<file path="src/rtl/gpio_rf_pkg.sv">
package gpio_rf_pkg;

   localparam int MAX_PORTS   = 4;
   localparam int MAX_LINES   = 32;
   localparam int SYNC_DEPTH  = 2;

   // word index (byte offset / 4) of fixed landmarks
   localparam int LAST_PAIR_WORD = 11;   // 0x2c, last slot of the 3-word port stride
   localparam int PAIR_STRIDE_W  = 3;    // 12-byte stride in words
   localparam int EXT_BASE_WORD  = 20;   // 0x50

   typedef enum logic [2:0] {
      K_NONE = 3'd0,
      K_DATA = 3'd1,
      K_DIR  = 3'd2,
      K_EXT  = 3'd3,
      K_IRQ  = 3'd4
   } kind_t;

   typedef enum logic [2:0] {
      IRQ_ENABLE   = 3'd0,
      IRQ_MASK     = 3'd1,
      IRQ_TRIGTYPE = 3'd2,
      IRQ_POLARITY = 3'd3,
      IRQ_STATUS   = 3'd4,
      IRQ_DEBOUNCE = 3'd5,
      IRQ_EOI      = 3'd6
   } irq_id_t;

   typedef struct packed {
      kind_t      kind;
      logic [1:0] port;
      irq_id_t    irq;
   } hit_t;

endpackage

</file>
<file path="src/rtl/gpio_rf_decode.sv">
module gpio_rf_decode
   import gpio_rf_pkg::*;
#(
   parameter int ADDR_W      = 7,
   parameter int NUM_PORTS   = 4,
   parameter bit ALT_IRQ_MAP = 1'b0
) (
   input  logic [ADDR_W-1:0] addr,
   output hit_t              hit
);

   localparam int WORD_W = ADDR_W - 2;

   logic [WORD_W-1:0] word;
   int unsigned       w;
   logic              irq_hit;
   irq_id_t           irq_code;

   assign word = addr[ADDR_W-1:2];
   assign w    = 32'(word);

   // the interrupt layout is a build-time choice
   generate
      if (ALT_IRQ_MAP) begin : g_alt_map
         always_comb begin
            irq_hit  = 1'b1;
            irq_code = IRQ_ENABLE;
            case (w)
               12:      irq_code = IRQ_ENABLE;
               13:      irq_code = IRQ_TRIGTYPE;
               14:      irq_code = IRQ_POLARITY;
               15:      irq_code = IRQ_STATUS;
               16:      irq_code = IRQ_EOI;
               17:      irq_code = IRQ_MASK;
               18:      irq_code = IRQ_DEBOUNCE;
               default: irq_hit  = 1'b0;
            endcase
         end
      end else begin : g_base_map
         always_comb begin
            irq_hit  = 1'b1;
            irq_code = IRQ_ENABLE;
            case (w)
               12:      irq_code = IRQ_ENABLE;
               13:      irq_code = IRQ_MASK;
               14:      irq_code = IRQ_TRIGTYPE;
               15:      irq_code = IRQ_POLARITY;
               16:      irq_code = IRQ_STATUS;
               18:      irq_code = IRQ_DEBOUNCE;
               19:      irq_code = IRQ_EOI;
               default: irq_hit  = 1'b0;
            endcase
         end
      end
   endgenerate

   always_comb begin
      hit      = '0;
      hit.kind = K_NONE;
      hit.irq  = irq_code;
      if (addr[1:0] != 2'b00) begin
         hit.kind = K_NONE;
      end else if (w <= LAST_PAIR_WORD) begin
         hit.port = 2'(w / PAIR_STRIDE_W);
         case (w % PAIR_STRIDE_W)
            0:       hit.kind = K_DATA;
            1:       hit.kind = K_DIR;
            default: hit.kind = K_NONE;
         endcase
      end else if (w >= EXT_BASE_WORD && w < EXT_BASE_WORD + MAX_PORTS) begin
         hit.port = 2'(w - EXT_BASE_WORD);
         hit.kind = K_EXT;
      end else if (irq_hit) begin
         hit.kind = K_IRQ;
      end
      // port-indexed registers of absent ports are holes
      if ((hit.kind == K_DATA || hit.kind == K_DIR || hit.kind == K_EXT) &&
          32'(hit.port) >= NUM_PORTS)
         hit.kind = K_NONE;
   end

endmodule

</file>
<file path="src/rtl/gpio_rf_port.sv">
module gpio_rf_port
   import gpio_rf_pkg::*;
#(
   parameter int LINES = 32
) (
   input  logic             clk,
   input  logic             rst_n,
   input  logic             data_we,
   input  logic             dir_we,
   input  logic [LINES-1:0] wdata,
   input  logic [LINES-1:0] pin_in,
   output logic [LINES-1:0] data_q,
   output logic [LINES-1:0] dir_q,
   output logic [LINES-1:0] ext_q
);

   logic [LINES-1:0] sync_q [SYNC_DEPTH];

   always_ff @(posedge clk or negedge rst_n) begin
      if (!rst_n) begin
         data_q <= '0;
         dir_q  <= '0;
      end else begin
         if (data_we) data_q <= wdata;
         if (dir_we)  dir_q  <= wdata;
      end
   end

   always_ff @(posedge clk or negedge rst_n) begin
      if (!rst_n) begin
         for (int i = 0; i < SYNC_DEPTH; i++) sync_q[i] <= '0;
      end else begin
         sync_q[0] <= pin_in;
         for (int i = 1; i < SYNC_DEPTH; i++) sync_q[i] <= sync_q[i-1];
      end
   end

   assign ext_q = sync_q[SYNC_DEPTH-1];

endmodule

</file>
<file path="src/rtl/gpio_apb_regfile.sv">
module gpio_apb_regfile
   import gpio_rf_pkg::*;
#(
   parameter int ADDR_W         = 7,
   parameter int NUM_PORTS      = 4,
   parameter int LINES_PER_PORT = 32,
   parameter bit ALT_IRQ_MAP    = 1'b0
) (
   input  logic                                pclk,
   input  logic                                presetn,
   input  logic                                psel,
   input  logic                                penable,
   input  logic                                pwrite,
   input  logic [ADDR_W-1:0]                   paddr,
   input  logic [31:0]                         pwdata,
   output logic [31:0]                         prdata,
   output logic                                pready,
   output logic                                pslverr,
   input  logic [NUM_PORTS*LINES_PER_PORT-1:0] pin_in,
   output logic [NUM_PORTS*LINES_PER_PORT-1:0] pin_out,
   output logic [NUM_PORTS*LINES_PER_PORT-1:0] pin_oe,
   output logic                                irq_access,
   output logic                                irq_write,
   output logic [2:0]                          irq_id,
   output logic [31:0]                         irq_wdata,
   input  logic [31:0]                         irq_rdata
);

   localparam int LW = LINES_PER_PORT;

   generate
      if (NUM_PORTS < 1 || NUM_PORTS > MAX_PORTS) begin : g_bad_ports
         $error("NUM_PORTS must be 1..4");
      end
      if (LW < 1 || LW > MAX_LINES) begin : g_bad_lines
         $error("LINES_PER_PORT must be 1..32");
      end
      if (ADDR_W < 7) begin : g_bad_addr
         $error("ADDR_W must reach offset 0x5c");
      end
   endgenerate

   hit_t    hit;
   logic    access;
   logic    wr;
   logic [LW-1:0] data_arr [MAX_PORTS];
   logic [LW-1:0] dir_arr  [MAX_PORTS];
   logic [LW-1:0] ext_arr  [MAX_PORTS];
   logic [31:0]   rd_word;

   assign access = psel & penable;
   assign wr     = access & pwrite;

   gpio_rf_decode #(
      .ADDR_W     (ADDR_W),
      .NUM_PORTS  (NUM_PORTS),
      .ALT_IRQ_MAP(ALT_IRQ_MAP)
   ) u_decode (
      .addr(paddr),
      .hit (hit)
   );

   generate
      for (genvar p = 0; p < MAX_PORTS; p++) begin : g_port
         if (p < NUM_PORTS) begin : g_live
            logic data_we, dir_we;
            assign data_we = wr && hit.kind == K_DATA && 32'(hit.port) == p;
            assign dir_we  = wr && hit.kind == K_DIR  && 32'(hit.port) == p;

            gpio_rf_port #(.LINES(LW)) u_port (
               .clk    (pclk),
               .rst_n  (presetn),
               .data_we(data_we),
               .dir_we (dir_we),
               .wdata  (pwdata[LW-1:0]),
               .pin_in (pin_in[p*LW +: LW]),
               .data_q (data_arr[p]),
               .dir_q  (dir_arr[p]),
               .ext_q  (ext_arr[p])
            );

            assign pin_out[p*LW +: LW] = data_arr[p];
            assign pin_oe [p*LW +: LW] = dir_arr[p];
         end else begin : g_absent
            assign data_arr[p] = '0;
            assign dir_arr[p]  = '0;
            assign ext_arr[p]  = '0;
         end
      end
   endgenerate

   always_comb begin
      rd_word = '0;
      case (hit.kind)
         K_DATA:  rd_word[LW-1:0] = data_arr[hit.port];
         K_DIR:   rd_word[LW-1:0] = dir_arr[hit.port];
         K_EXT:   rd_word[LW-1:0] = ext_arr[hit.port];
         K_IRQ:   rd_word         = irq_rdata;
         default: rd_word         = '0;
      endcase
   end

   assign prdata     = (psel && !pwrite) ? rd_word : 32'd0;
   assign pready     = 1'b1;
   assign pslverr    = 1'b0;

   assign irq_access = access && hit.kind == K_IRQ;
   assign irq_write  = irq_access && pwrite;
   assign irq_id     = hit.irq;
   assign irq_wdata  = pwdata;

endmodule

</file>
<file path="config.mk">
export PLATFORM = sky130hd
export DESIGN_NAME = gpio_apb_regfile
export DESIGN_NICKNAME = d
export VERILOG_FILES = /design/src/rtl/gpio_rf_pkg.sv /design/src/rtl/gpio_rf_decode.sv /design/src/rtl/gpio_rf_port.sv /design/src/rtl/gpio_apb_regfile.sv
export SDC_FILE = /design/constraint.sdc
export NUM_CORES = 1
export LEC_CHECK = 0
export ABC_AREA = 1
export BUFFER_PORTS_ARGS = -buffer_cell sky130_fd_sc_hd__buf_4
export CAP_MARGIN = 20
export CELL_PAD_IN_SITES_DETAIL_PLACEMENT = 0
export CELL_PAD_IN_SITES_GLOBAL_PLACEMENT = 1
export CORE_ASPECT_RATIO = 0.6
export CORE_UTILIZATION = 40
export DETAILED_ROUTE_END_ITERATION = 12
export PLACE_DENSITY_LB_ADDON = 0.25
export SLEW_MARGIN = 0
export SYNTH_ARGS = -nofsm -noshare
export SYNTH_HDL_FRONTEND = slang
export SYNTH_HIERARCHICAL = 1
export SYNTH_SLANG_ARGS = --single-unit
</file>
<file path="constraint.sdc">
create_clock -name pclk -period 4.69 [get_ports pclk]
set_input_delay 0.2345 -clock pclk [delete_from_list [all_inputs] [get_ports pclk]]
set_output_delay 0.2345 -clock pclk [all_outputs]
set_load 0.03 [all_outputs]
</file>
==> reports/results.txt, run 1 <==
Global-route total usage across every layer: 0.280
Number of synthesized flops with an enable pin: 0
Overflow left after global routing: 0
Final-report hold violation count: 0
Skew final: 0.00394 ns
Post-synthesis instance total: 2852
Clock latency on the worst-skew pair: 0.61 ns
Net count, final: 3560
Number of remaining DRC errors: 0
Via count: 20000
Share of the clock period used by the worst path after layout: 0.961
Root buffer cell: sky130_fd_sc_hd__clkbuf_16
Final setup fails: 0
Transition time at the pin with the least slew margin: 1.03 ns
Clock tree from TritonCTS: done
Port-buffer cells: 528
Flops & latches, synth: 512
Core outline area: 0.0575 mm2
Leakage: 0.0168 uW
Kind of start point of the critical path: input port
Drt pass-1 iters: 5
Prevailing post-synth register cell: sky130_fd_sc_hd__dfrtp_1
Area of the multi-input gates: 0.00801 mm2
Wire length after detailed routing: 84600 um
Fraction of post-synthesis cell area in the top cell type by area: 0.550
Wire length per cell after detailed routing: 20.3 um
Peak clock frequency supported by timing: 222 MHz
Least setup slack across all paths after layout: 0.182 ns
Pwr dens: 354 mW/mm2
Most instantiated library cell after synthesis: sky130_fd_sc_hd__nand2_1
Synth warn: 6
Via/cell ratio: 4.80
Placer's final routability congestion estimate: 0.920
Total negative slack: 0 ns
Clock tree sinks: 512
CP max stage cell: sky130_fd_sc_hd__ha_1
DIE AREA: 0.0592 mm2
Final antenna-violating net count: 0
Wire length of the first global-routing pass: 124000 um
Overall die width: 313 um
Number of rows created at floorplan: 68
Maximum Capacitance Violations: 0
Number of clock buffers inserted by TritonCTS: 49
Number of placed I/O pins: 531
Mapped Area: 0.0233 mm2
Final Hold Slack: 0.267 ns
Longest Clk Path Bufs: 3
FF+latch area: 0.0128 mm2
Initial core utilization: 0.405
Top fanout value on the critical path: 12
CP Data Arrival Time: 4.27 ns
Post-Syn Area per Cell: 8.16 um2
Share of cells above drive strength 1: 0.231
Antenna violations before repair: 2
Cell with the most instances on the worst path: sky130_fd_sc_hd__nand2_1
Die H: 189 um
Category of the most critical setup path: input port to output port
H-tree levels: 2
Setup slack of the worst register-to-register path: 3.96 ns
Hold Crit Class: input port to async pin
Worst supply voltage drop on vdd: 0.000226 V
Clock-pin slew on the worst setup and hold paths: 0.07 ns
Final Max Tran Viols: 0
Required @ worst endpoint: 4.46 ns
Top cell type by total area after synthesis: sky130_fd_sc_hd__dfrtp_1
Proportion of synthesized flip-flops having asynchronous set or reset: 1.00
Shortest clock period the worst path allows after layout: 4.51 ns
Half-perimeter wire length after placement: 56400 um
PnR Total Power: 10700 uW
Syn_nets: 3059
Final-layout fill cell count: 5386
Cells taking the most area after synthesis: sky130_fd_sc_hd__dfrtp_1 55%, sky130_fd_sc_hd__nand2_1 29%, sky130_fd_sc_hd__buf_4 6.0%
Yosys cell types: 36
Number of global-route vias before repair: 19400
Drt initial violations: 1542
Setup slack at placement: 0.0755 ns
Run status: complete, no violations
Area growth syn-to-layout: 29.5%
Setup repair after global routing missed its margin: no
Relative slew slack: 0.310
CP endpoint kind: output port
Sequential area share after synthesis: 0.550
Pin count of the biggest net entering global routing: 136
Leading cell types by count after synthesis: 1805 x sky130_fd_sc_hd__nand2_1, 512 x sky130_fd_sc_hd__dfrtp_1, 187 x sky130_fd_sc_hd__buf_4
CP max stage delay: 0.29 ns
-- power by group --
group	total (uW)	internal, uW	switching [uW]
logic	1710	629	1080
clock network	4150	2370	1780
registers	4820	4660	163
total	10700	7660	3020
-- layout make-up --
cell class / count / area share
Multi-Input combinational cell: 2004 / 0.266
Antenna cell: 1 / 0.0000830
Tap cell: 770 / 0.0320
Timing Repair Buffer: 749 / 0.214
Clock buffer: 70 / 0.0480
Inverter: 37 / 0.00784
Clock inverter: 16 / 0.00722
Sequential cell: 512 / 0.425
-- per-layer routing --
metal,GRT usage,share of wire
met5,0,0.000083
met1,0.388,0.44
met3,0.0594,0.073
met4,0.101,0.036
met2,0.435,0.45
-- kinds of logic after synthesis --
group           after synthesis  synth area share
flops                       512             0.550
fa+ha+maj                     3           0.00161
simple gates               1982             0.334
other cells                   2          0.000323
buf+inv                     336             0.109
compound gates               17           0.00430
-- cell usage in the layout (no fill, tap or decap), types with 6 or more instances in the layout --
master	Yosys	final
sky130_fd_sc_hd__nand2_2	65	71
sky130_fd_sc_hd__buf_4	187	553
sky130_fd_sc_hd__nor2_4	3	11
sky130_fd_sc_hd__nand2_1	1805	1799
sky130_fd_sc_hd__dfrtp_1	512	512
sky130_fd_sc_hd__clkbuf_8	0	12
sky130_fd_sc_hd__dlygate4sd3_1	0	161
sky130_fd_sc_hd__inv_6	4	6
sky130_fd_sc_hd__clkbuf_1	8	8
sky130_fd_sc_hd__nand3_1	11	11
sky130_fd_sc_hd__nor2_1	77	69
sky130_fd_sc_hd__buf_12	4	20
sky130_fd_sc_hd__clkbuf_16	0	54
sky130_fd_sc_hd__clkinv_2	0	7
sky130_fd_sc_hd__inv_1	23	21
-- worst max-delay path: cells and delay by family --
family | cells | cell delay, ns
simple gates | 18 | 2.00
compound gates | 2 | 0.25
fa+ha+maj | 3 | 0.74
buf+inv | 8 | 1.01
-- flip-flops by register name, summed over array words and instances (netlist names) --
register                     cells
g_port.g_live.u_port/ext_q     128
g_port.g_live.u_port/sync_q    128
g_port.g_live.u_port/data_q    128
g_port.g_live.u_port/dir_q     128
-- metrics by stage --
stage	cells	utilization	cell area, um2
4_1_cts	4150	0.520	29900
3_3_place_gp	3902	0.463	26600
6_report	4159	0.524	30100
2_1_floorplan	2852	-	23300
5_1_grt	4158	0.524	30100
3_5_place_dp	3903	0.463	26600
-- repair_timing --
item	4_1_cts	5_1_grt
hold endpoints to repair	477	0
hold buffers	161	0
buffers inserted	0	4
gates resized for setup	0	26
endpoints found under the setup margin	0	32
-- worst paths after layout --
check | end | cells past startpoint | startpoint
worst max-delay path | prdata[22] | 31 | paddr[6]
worst min-delay path | g_port[2].g_live.u_port/data_q[2]$_DFFE_PN0P_ | 2 | presetn
worst max register to register | g_port[0].g_live.u_port/data_q[17]$_DFFE_PN0P_ | 2 | g_port[0].g_live.u_port/data_q[17]$_DFFE_PN0P_
worst min register to register | g_port[0].g_live.u_port/ext_q[22]$_DFF_PN0_ | 0 | g_port[0].g_live.u_port/sync_q[54]$_DFF_PN0_
max in group asynchronous | g_port[1].g_live.u_port/sync_q[47]$_DFF_PN0_ | 3 | presetn
min in group pclk | g_port[0].g_live.u_port/sync_q[45]$_DFF_PN0_ | 2 | pin_in[13]
(Power assumes the default switching activity.)
==> run 2: changes to the inputs <==
--- a/config.mk
+++ b/config.mk
@@ -12,8 +12,10 @@
 export CELL_PAD_IN_SITES_GLOBAL_PLACEMENT = 1
 export CORE_ASPECT_RATIO = 0.6
 export CORE_UTILIZATION = 40
+export CTS_CLUSTER_DIAMETER = 80
 export DETAILED_ROUTE_END_ITERATION = 12
 export PLACE_DENSITY_LB_ADDON = 0.25
+export RECOVER_POWER = 100
 export SLEW_MARGIN = 0
 export SYNTH_ARGS = -nofsm -noshare
 export SYNTH_HDL_FRONTEND = slang
==> reports/results.txt, run 2 (synthesized netlist as in run 1, its figures left out) <==
Maximum Capacitance Violations: 3 (+3)
DIE AREA: 0.0592 mm2 (unchanged)
Run status: complete, but fails checks
Clock tree from TritonCTS: done
Number of global-route vias before repair: 19400 (unchanged)
Core outline area: 0.0575 mm2 (unchanged)
Via/cell ratio: 4.80 (about the same)
Die H: 189 um (unchanged)
Wire length per cell after detailed routing: 20.3 um (-0.24%)
Kind of start point of the critical path: input port
Shortest clock period the worst path allows after layout: 4.51 ns (+0.00631 ns)
Portion of total power attributed to sequential cells: 0.457 (+0.006)
CP max stage delay: 0.29 ns (about the same)
Peak clock frequency supported by timing: 222 MHz (-0.14%)
Number of rows created at floorplan: 68 (unchanged)
Setup repair after global routing missed its margin: no
Min-Delay Path Depth: 2
Drt pass-1 iters: 7 (+2)
Half-perimeter wire length after placement: 56400 um (unchanged)
Final-report hold violation count: 0 (unchanged)
Worst Reg-to-Reg Cells: 2 (unchanged)
Worst supply voltage drop on vdd: 0.000220 V (-2.7%)
Required @ worst endpoint: 4.46 ns (about the same)
Most frequent cells in the layout: 1799 x sky130_fd_sc_hd__nand2_1, 512 x sky130_fd_sc_hd__dfrtp_1, 306 x sky130_fd_sc_hd__clkbuf_1, 161 x sky130_fd_sc_hd__dlygate4sd3_1, 133 x sky130_fd_sc_hd__buf_4
Antenna violations before repair: 2 (unchanged)
CP Data Arrival Time: 4.28 ns (about the same)
Leakage: 0.0155 uW (-7.6%)
H-tree levels: 2 (unchanged)
Pwr dens: 364 mW/mm2 (+2.7%)
Internal power contribution: 7530 uW (-1.8%)
Transition time at the pin with the least slew margin: 2.64 ns (+1.61 ns)
Switching pwr: 3030 uW (about the same)
Share of the clock period used by the worst path after layout: 0.963 (+0.00135)
Port-buffer cells: 528 (unchanged)
Wire length of the first global-routing pass: 124000 um (unchanged)
PnR Total Power: 10600 uW (-1.3%)
Total negative slack: 0 ns (unchanged)
CP endpoint kind: output port
Clock latency on the worst-skew pair: 0.60 ns (about the same)
Most common cell after layout, fill and taps aside: sky130_fd_sc_hd__nand2_1
Proportion of total power due to net switching: 0.287 (+0.00366)
Clock power share: 0.394 (+0.005)
Placer's final routability congestion estimate: 0.920 (unchanged)
Net count, final: 3560 (unchanged)
Drt initial violations: 1689 (+9.5%)
Clock-pin slew on the worst setup and hold paths: 0.06 ns (about the same)
Overflow left after global routing: 0 (unchanged)
Wire length after detailed routing: 84400 um (-0.24%)
Relative slew slack: -0.759 (-1.07)
Number of placed I/O pins: 531 (unchanged)
Number of remaining DRC errors: 0 (unchanged)
Clock tree sinks: 512 (unchanged)
Hold Crit Class: input port to flop
Pin count of the biggest net entering global routing: 136 (unchanged)
Final Max Tran Viols: 344 (+344)
Overall die width: 313 um (unchanged)
Core utilization of the finished layout: 0.504 (-0.0204)
Area growth syn-to-layout: 24.5%
Setup slack at placement: 0.0755 ns (unchanged)
Final setup fails: 0 (unchanged)
CP max stage cell: sky130_fd_sc_hd__ha_1
Global-route total usage across every layer: 0.280 (unchanged)
Final antenna-violating net count: 0 (unchanged)
Category of the most critical setup path: input port to output port
Number of clock buffers inserted by TritonCTS: 49 (unchanged)
Final Hold Slack: 0.288 ns (+0.0211 ns)
Least setup slack across all paths after layout: 0.175 ns (-0.00631 ns)
Skew final: 0.00367 ns (-0.000269 ns)
Root buffer cell: sky130_fd_sc_hd__clkbuf_16
Longest Clk Path Bufs: 3 (unchanged)
Share of cells above drive strength 1: 0.143 (-0.0883)
Initial core utilization: 0.405 (unchanged)
Combinational group share of total power: 0.149 (-0.011)
Violations in the final reports: capacitance limit, slew limit
Top fanout value on the critical path: 12 (unchanged)
Via count: 20000 (+0.080%)
run 2: changes by cell type in the layout (fill, tap and decap cells not counted):
cell and delta:
sky130_fd_sc_hd__nor2_4 -1, sky130_fd_sc_hd__buf_8 -1, sky130_fd_sc_hd__clkbuf_4 +124, sky130_fd_sc_hd__nor2_1 +1, sky130_fd_sc_hd__buf_4 -420, sky130_fd_sc_hd__clkbuf_2 +2, sky130_fd_sc_hd__buf_12 -3, sky130_fd_sc_hd__clkbuf_1 +298
run 2: worst paths after layout:
| kind | from | slack, ns | endpoint |
|---|---|---|---|
| min in group asynchronous | presetn | 1.00 | g_port[2].g_live.u_port/data_q[2]$_DFFE_PN0P_ |
| setup reg to reg | g_port[0].g_live.u_port/data_q[17]$_DFFE_PN0P_ | 3.95 | g_port[0].g_live.u_port/data_q[17]$_DFFE_PN0P_ |
| hold reg to reg | g_port[1].g_live.u_port/sync_q[38]$_DFF_PN0_ | 0.35 | g_port[1].g_live.u_port/ext_q[6]$_DFF_PN0_ |
| max in group asynchronous | presetn | 0.76 | g_port[1].g_live.u_port/data_q[15]$_DFFE_PN0P_ |
| setup / recovery | paddr[6] | 0.18 | prdata[22] |
| hold / removal | pin_in[13] | 0.29 | g_port[0].g_live.u_port/sync_q[45]$_DFF_PN0_ |
run 2: cell type report:
cell class	count	area [um2]
timing repair buffer	749	5290
fill	5695	28500
tap	770	963
antenna	1	2.50
clock buffer	70	1450
clock inverter	16	218
sequential	512	12800
inverter	37	236
multi-input combinational	2004	8010
run 2: critical path, delay by kind of cell:
kind / cells / cell delay (ns)
buf+inv: 8 / 1.00
simple gates: 16 / 2.07
compound gates: 2 / 0.25
fa+ha+maj: 3 / 0.71
run 2: layer usage:
layer  part of all wire  wire, um  up-vias  global-route usage
met5           0.000083         7        -                   0
met4              0.035      3000        2               0.101
met3              0.077      6520      147              0.0594
met2               0.45     38100      798               0.435
met1               0.44     36800     9647               0.388
li1                   -         -     9378                   -
run 2: power groups by stage:
stage	registers [uW]	clock network, uW	logic [uW]
after floorplan	5120	0	642
after global placement	4890	0	1550
after detailed placement	4900	0	1570
after CTS	4820	4230	1690
after global routing	4840	4410	1710
final	4820	4160	1570
run 2: timing repair:
item	in CTS	in global routing
endpoints found under the setup margin	0	32
gates resized for setup	0	26
hold buffers	161	0
hold endpoints to repair	477	0
setup buffers	0	4
run 2: stage by stage:
step	area [um2]	cells
after detailed placement	26600	3903
after floorplan	23300	2852
after global routing	29000	4158
after CTS	29900	4150
after global placement	26600	3902
final	29000	4159
==> run 3: changes to the inputs <==
--- a/config.mk
+++ b/config.mk
@@ -5,15 +5,15 @@
 export SDC_FILE = /design/constraint.sdc
 export NUM_CORES = 1
 export LEC_CHECK = 0
-export ABC_AREA = 1
-export BUFFER_PORTS_ARGS = -buffer_cell sky130_fd_sc_hd__buf_4
+export ABC_AREA = 0
 export CAP_MARGIN = 20
 export CELL_PAD_IN_SITES_DETAIL_PLACEMENT = 0
 export CELL_PAD_IN_SITES_GLOBAL_PLACEMENT = 1
 export CORE_ASPECT_RATIO = 0.6
-export CORE_UTILIZATION = 40
+export CORE_UTILIZATION = 52
 export CTS_CLUSTER_DIAMETER = 80
 export DETAILED_ROUTE_END_ITERATION = 12
+export DONT_BUFFER_PORTS = 1
 export PLACE_DENSITY_LB_ADDON = 0.25
 export RECOVER_POWER = 100
 export SLEW_MARGIN = 0
==> reports/results.txt, run 3 <==
Fraction of post-synthesis cell area in the top cell type by area: 0.569 (+0.0184)
Proportion of synthesized flip-flops having asynchronous set or reset: 1.00 (unchanged)
Pwr dens: 402 mW/mm2 (+10%)
CP endpoint kind: output port
Most common cell after layout, fill and taps aside: sky130_fd_sc_hd__dfrtp_1
Antenna violations before repair: 5 (+3)
Overflow left after global routing: 0 (unchanged)
Synth warn: 6 (unchanged)
Shortest clock period the worst path allows after layout: 4.51 ns (-0.00519 ns)
Number of global-route vias before repair: 12600 (-35%)
Final-layout fill cell count: 3378 (-41%)
Leakage: 0.0111 uW (-28%)
Top cell type by total area after synthesis: sky130_fd_sc_hd__dfrtp_1
Clock latency on the worst-skew pair: 0.55 ns (-0.05 ns)
Final-report hold violation count: 512 (+512)
Worst supply voltage drop on vdd: 0.000391 V (+78%)
Hold Crit Class: input port to async pin
Number of synthesized flops with an enable pin: 0 (unchanged)
Combinational family with the most area after synthesis: multiplexers
Final setup fails: 0 (unchanged)
Drt initial violations: 1057 (-37%)
Worst Reg-to-Reg Cells: 1 (-1)
Most frequent cells in the layout: 512 x sky130_fd_sc_hd__dfrtp_1, 200 x sky130_fd_sc_hd__mux2_1, 160 x sky130_fd_sc_hd__dlygate4sd3_1, 64 x sky130_fd_sc_hd__mux2i_1, 57 x sky130_fd_sc_hd__buf_4
H-tree levels: 2 (unchanged)
Port-buffer cells: 0 (-100%)
Clock tree from TritonCTS: done
Die H: 163 um (-14%)
Hold-fix buffers at CTS: 160 (-0.62%)
Number of remaining DRC errors: 0 (unchanged)
Transition time at the pin with the least slew margin: 1.22 ns (-1.41 ns)
Via/cell ratio: 5.87 (+22%)
Number of placed I/O pins: 531 (unchanged)
Share of cells above drive strength 1: 0.203 (+0.0598)
Global-route total usage across every layer: 0.268 (-0.0122)
Area growth syn-to-layout: 8.59%
Via count: 12200 (-39%)
Maximum Capacitance Violations: 0 (-3)
Final antenna-violating net count: 0 (unchanged)
Wire length after detailed routing: 60300 um (-29%)
Core outline area: 0.0423 mm2 (-26%)
Final non-filler cell total: 2080 (-50%)
Setup repair after global routing missed its margin: no
Final Hold Slack: -0.608 ns (-0.896 ns)
Proportion of synthesized area in mux cells: 0.263 (+0.263)
Violations in the final reports: hold timing
Post-Synth Adder-Cell Area: 0.00167 (+0.0000539)
Yosys cell types: 62 (+72%)
Initial core utilization: 0.532 (+0.128)
Synthesized-area fraction occupied by ao, oa, aoi and oai cells: 0.0479 (+0.0436)
Net count, final: 1681 (-53%)
Overall die width: 271 um (-14%)
Cell Count Post-Placement: 1829 (-53%)
Mapped Area: 0.0225 mm2 (-3.2%)
Wire length of the first global-routing pass: 87300 um (-30%)
Clock-pin slew on the worst setup and hold paths: 0.06 ns (about the same)
Final Max Tran Viols: 0 (-100%)
Relative slew slack: 0.184 (+0.942)
Half-perimeter wire length after placement: 39400 um (-30%)
CP Data Arrival Time: 4.27 ns (about the same)
DIE AREA: 0.0442 mm2 (-25%)
Sequential area share after synthesis: 0.569 (+0.0184)
Most instantiated library cell after synthesis: sky130_fd_sc_hd__dfrtp_1
Run status: complete, but fails checks
Placer's final routability congestion estimate: 0.901 (-2.1%)
Wire length per cell after detailed routing: 29.0 um (+43%)
Longest Clk Path Bufs: 3 (unchanged)
Fraction of synthesized cell area in xor and xnor cells: 0 (unchanged)
Flops & latches, synth: 512 (unchanged)
Leading cell types by count after synthesis: 512 x sky130_fd_sc_hd__dfrtp_1, 240 x sky130_fd_sc_hd__mux2_4, 172 x sky130_fd_sc_hd__buf_4
Drt pass-1 iters: 7 (unchanged)
Destination of the worst register-to-register timing path: g_port[1].g_live.u_port/data_q[18]$_DFFE_PN0P_
Peak clock frequency supported by timing: 222 MHz (+0.12%)
Worst flop-to-flop path startpoint: g_port[1].g_live.u_port/data_q[18]$_DFFE_PN0P_
Required @ worst endpoint: 4.46 ns (about the same)
Root buffer cell: sky130_fd_sc_hd__clkbuf_16
CP startpoint: paddr[6]
Skew final: 0.0111 ns (+0.00747 ns)
Clock tree sinks: 512 (unchanged)
Prevailing post-synth register cell: sky130_fd_sc_hd__dfrtp_1
PnR Total Power: 9830 uW (-6.8%)
Post-route cell area: 0.0245 mm2 (-16%)
Pin count of the biggest net entering global routing: 513 (+280%)
Top fanout value on the critical path: 20 (+8)
Post-synthesis instance total: 1407 (-51%)
Placed inst area: 0.0223 mm2 (-16%)
CP endpoint: prdata[29]
Cells taking the most area after synthesis: sky130_fd_sc_hd__dfrtp_1 57%, sky130_fd_sc_hd__mux2_4 16%, sky130_fd_sc_hd__buf_4 5.7%
Kind of start point of the critical path: input port
Setup slack of the worst register-to-register path: 3.60 ns (-0.35 ns)
Share of the clock period used by the worst path after layout: 0.961 (-0.00111)
Category of the most critical setup path: input port to output port
Number of clock buffers inserted by TritonCTS: 47 (-4.1%)
Syn_nets: 1614 (-47%)
Area share of and/or/nand/nor cells after synthesis: 0.0222 (-0.312)
Number of rows created at floorplan: 58 (-15%)
Post-Syn Area per Cell: 16.0 um2 (+96%)
[run 3: changes by cell type in the layout (fill, tap and decap cells not counted), moves of 37 or more]
cell                       change
sky130_fd_sc_hd__clkbuf_4    -122
sky130_fd_sc_hd__a21oi_1      +37
sky130_fd_sc_hd__nor2_1       -60
sky130_fd_sc_hd__mux2_1      +200
sky130_fd_sc_hd__mux2i_1      +64
sky130_fd_sc_hd__mux4_2       +47
sky130_fd_sc_hd__buf_4        -76
sky130_fd_sc_hd__nand2_2      -70
sky130_fd_sc_hd__mux2_4       +40
sky130_fd_sc_hd__nand2_1    -1787
sky130_fd_sc_hd__clkbuf_1    -293
[run 3: metal layers]
| layer | routed length (um) | up-vias | global-route usage |
|---|---|---|---|
| met5 | 13 | - | 0 |
| met4 | 1120 | 2 | 0.0627 |
| met2 | 27400 | 559 | 0.402 |
| li1 | - | 5060 | - |
| met3 | 5310 | 95 | 0.0932 |
| met1 | 26400 | 6490 | 0.376 |
[run 3: through the flow]
step                      setup TNS [ns]  worst slack [ns]   util
after floorplan                        0           0.00340      -
after global placement           -0.0624           -0.0342  0.526
after detailed placement           -1.42            -0.131  0.526
after CTS                              0            0.0407  0.600
after global routing                   0            0.0176  0.578
final                                  0             0.181  0.578
[run 3: power breakdown]
part | switching [uW] | internal (uW)
Combinational | 308 | 426
Sequential | 579 | 4680
Clock | 1670 | 2170
[run 3: cells by family after synthesis]
| group | after synthesis |
|---|---|
| multiplexers | 384 |
| AND/OR/NAND/NOR | 82 |
| buffers and inverters | 252 |
| flip-flops | 512 |
| other | 2 |
| AO/OA/AOI/OAI | 172 |
| adder cells (fa/ha/maj) | 3 |
[run 3: layout make-up]
cell class | count | area, um2 | area share
diodes | 2 | 5.00 | 0.000205
clock inverters | 22 | 240 | 0.00982
multi-input cells | 643 | 6920 | 0.283
inverters | 4 | 15.0 | 0.000614
flip-flops and latches | 512 | 12800 | 0.524
repair buffers | 266 | 2460 | 0.101
clock buffers | 61 | 1290 | 0.0527
well taps | 570 | 713 | 0.0292
[run 3: how the worst min path moves through the flow]
stage / start / endpoint / slack (ns) / cells past startpoint
3_5_place_dp: presetn / g_port[2].g_live.u_port/dir_q[23]$_DFFE_PN0P_ / -0.05 / 0
5_1_grt: presetn / g_port[2].g_live.u_port/dir_q[23]$_DFFE_PN0P_ / -0.65 / 0
4_1_cts: presetn / g_port[2].g_live.u_port/data_q[30]$_DFFE_PN0P_ / -0.64 / 0
6_report: presetn / g_port[2].g_live.u_port/dir_q[23]$_DFFE_PN0P_ / -0.61 / 0
3_3_place_gp: presetn / g_port[3].g_live.u_port/dir_q[23]$_DFFE_PN0P_ / -0.05 / 0
2_1_floorplan: presetn / g_port[0].g_live.u_port/data_q[0]$_DFFE_PN0P_ / -0.06 / 0
[run 3: repair_timing]
action	4_1_cts	5_1_grt
endpoints found under the hold margin	896	512
resized for setup	3	13
pin swaps	0	2
cloned	0	2
endpoints found under the setup margin	18	31
setup buffers	0	3
[run 3: worst max-delay path: stages]
cell                        delay (ns)
sky130_fd_sc_hd__ha_1             0.30
sky130_fd_sc_hd__and4b_1          0.23
sky130_fd_sc_hd__o21ai_1          0.16
sky130_fd_sc_hd__nand2_1          0.08
sky130_fd_sc_hd__ha_2             0.23
sky130_fd_sc_hd__a221oi_4         0.21
sky130_fd_sc_hd__buf_4            0.16
sky130_fd_sc_hd__nand2_1          0.06
sky130_fd_sc_hd__o21ai_2          0.15
sky130_fd_sc_hd__ha_2             0.21
sky130_fd_sc_hd__a2111oi_2        0.04
sky130_fd_sc_hd__o211ai_1         0.14
sky130_fd_sc_hd__a21oi_1          0.14
sky130_fd_sc_hd__nor2_4           0.20
sky130_fd_sc_hd__buf_4            0.18
sky130_fd_sc_hd__buf_12           0.16
sky130_fd_sc_hd__mux4_2           0.53
sky130_fd_sc_hd__a22oi_2          0.38
sky130_fd_sc_hd__clkbuf_4         0.21
sky130_fd_sc_hd__o21ai_1          0.05
sky130_fd_sc_hd__buf_4            0.19
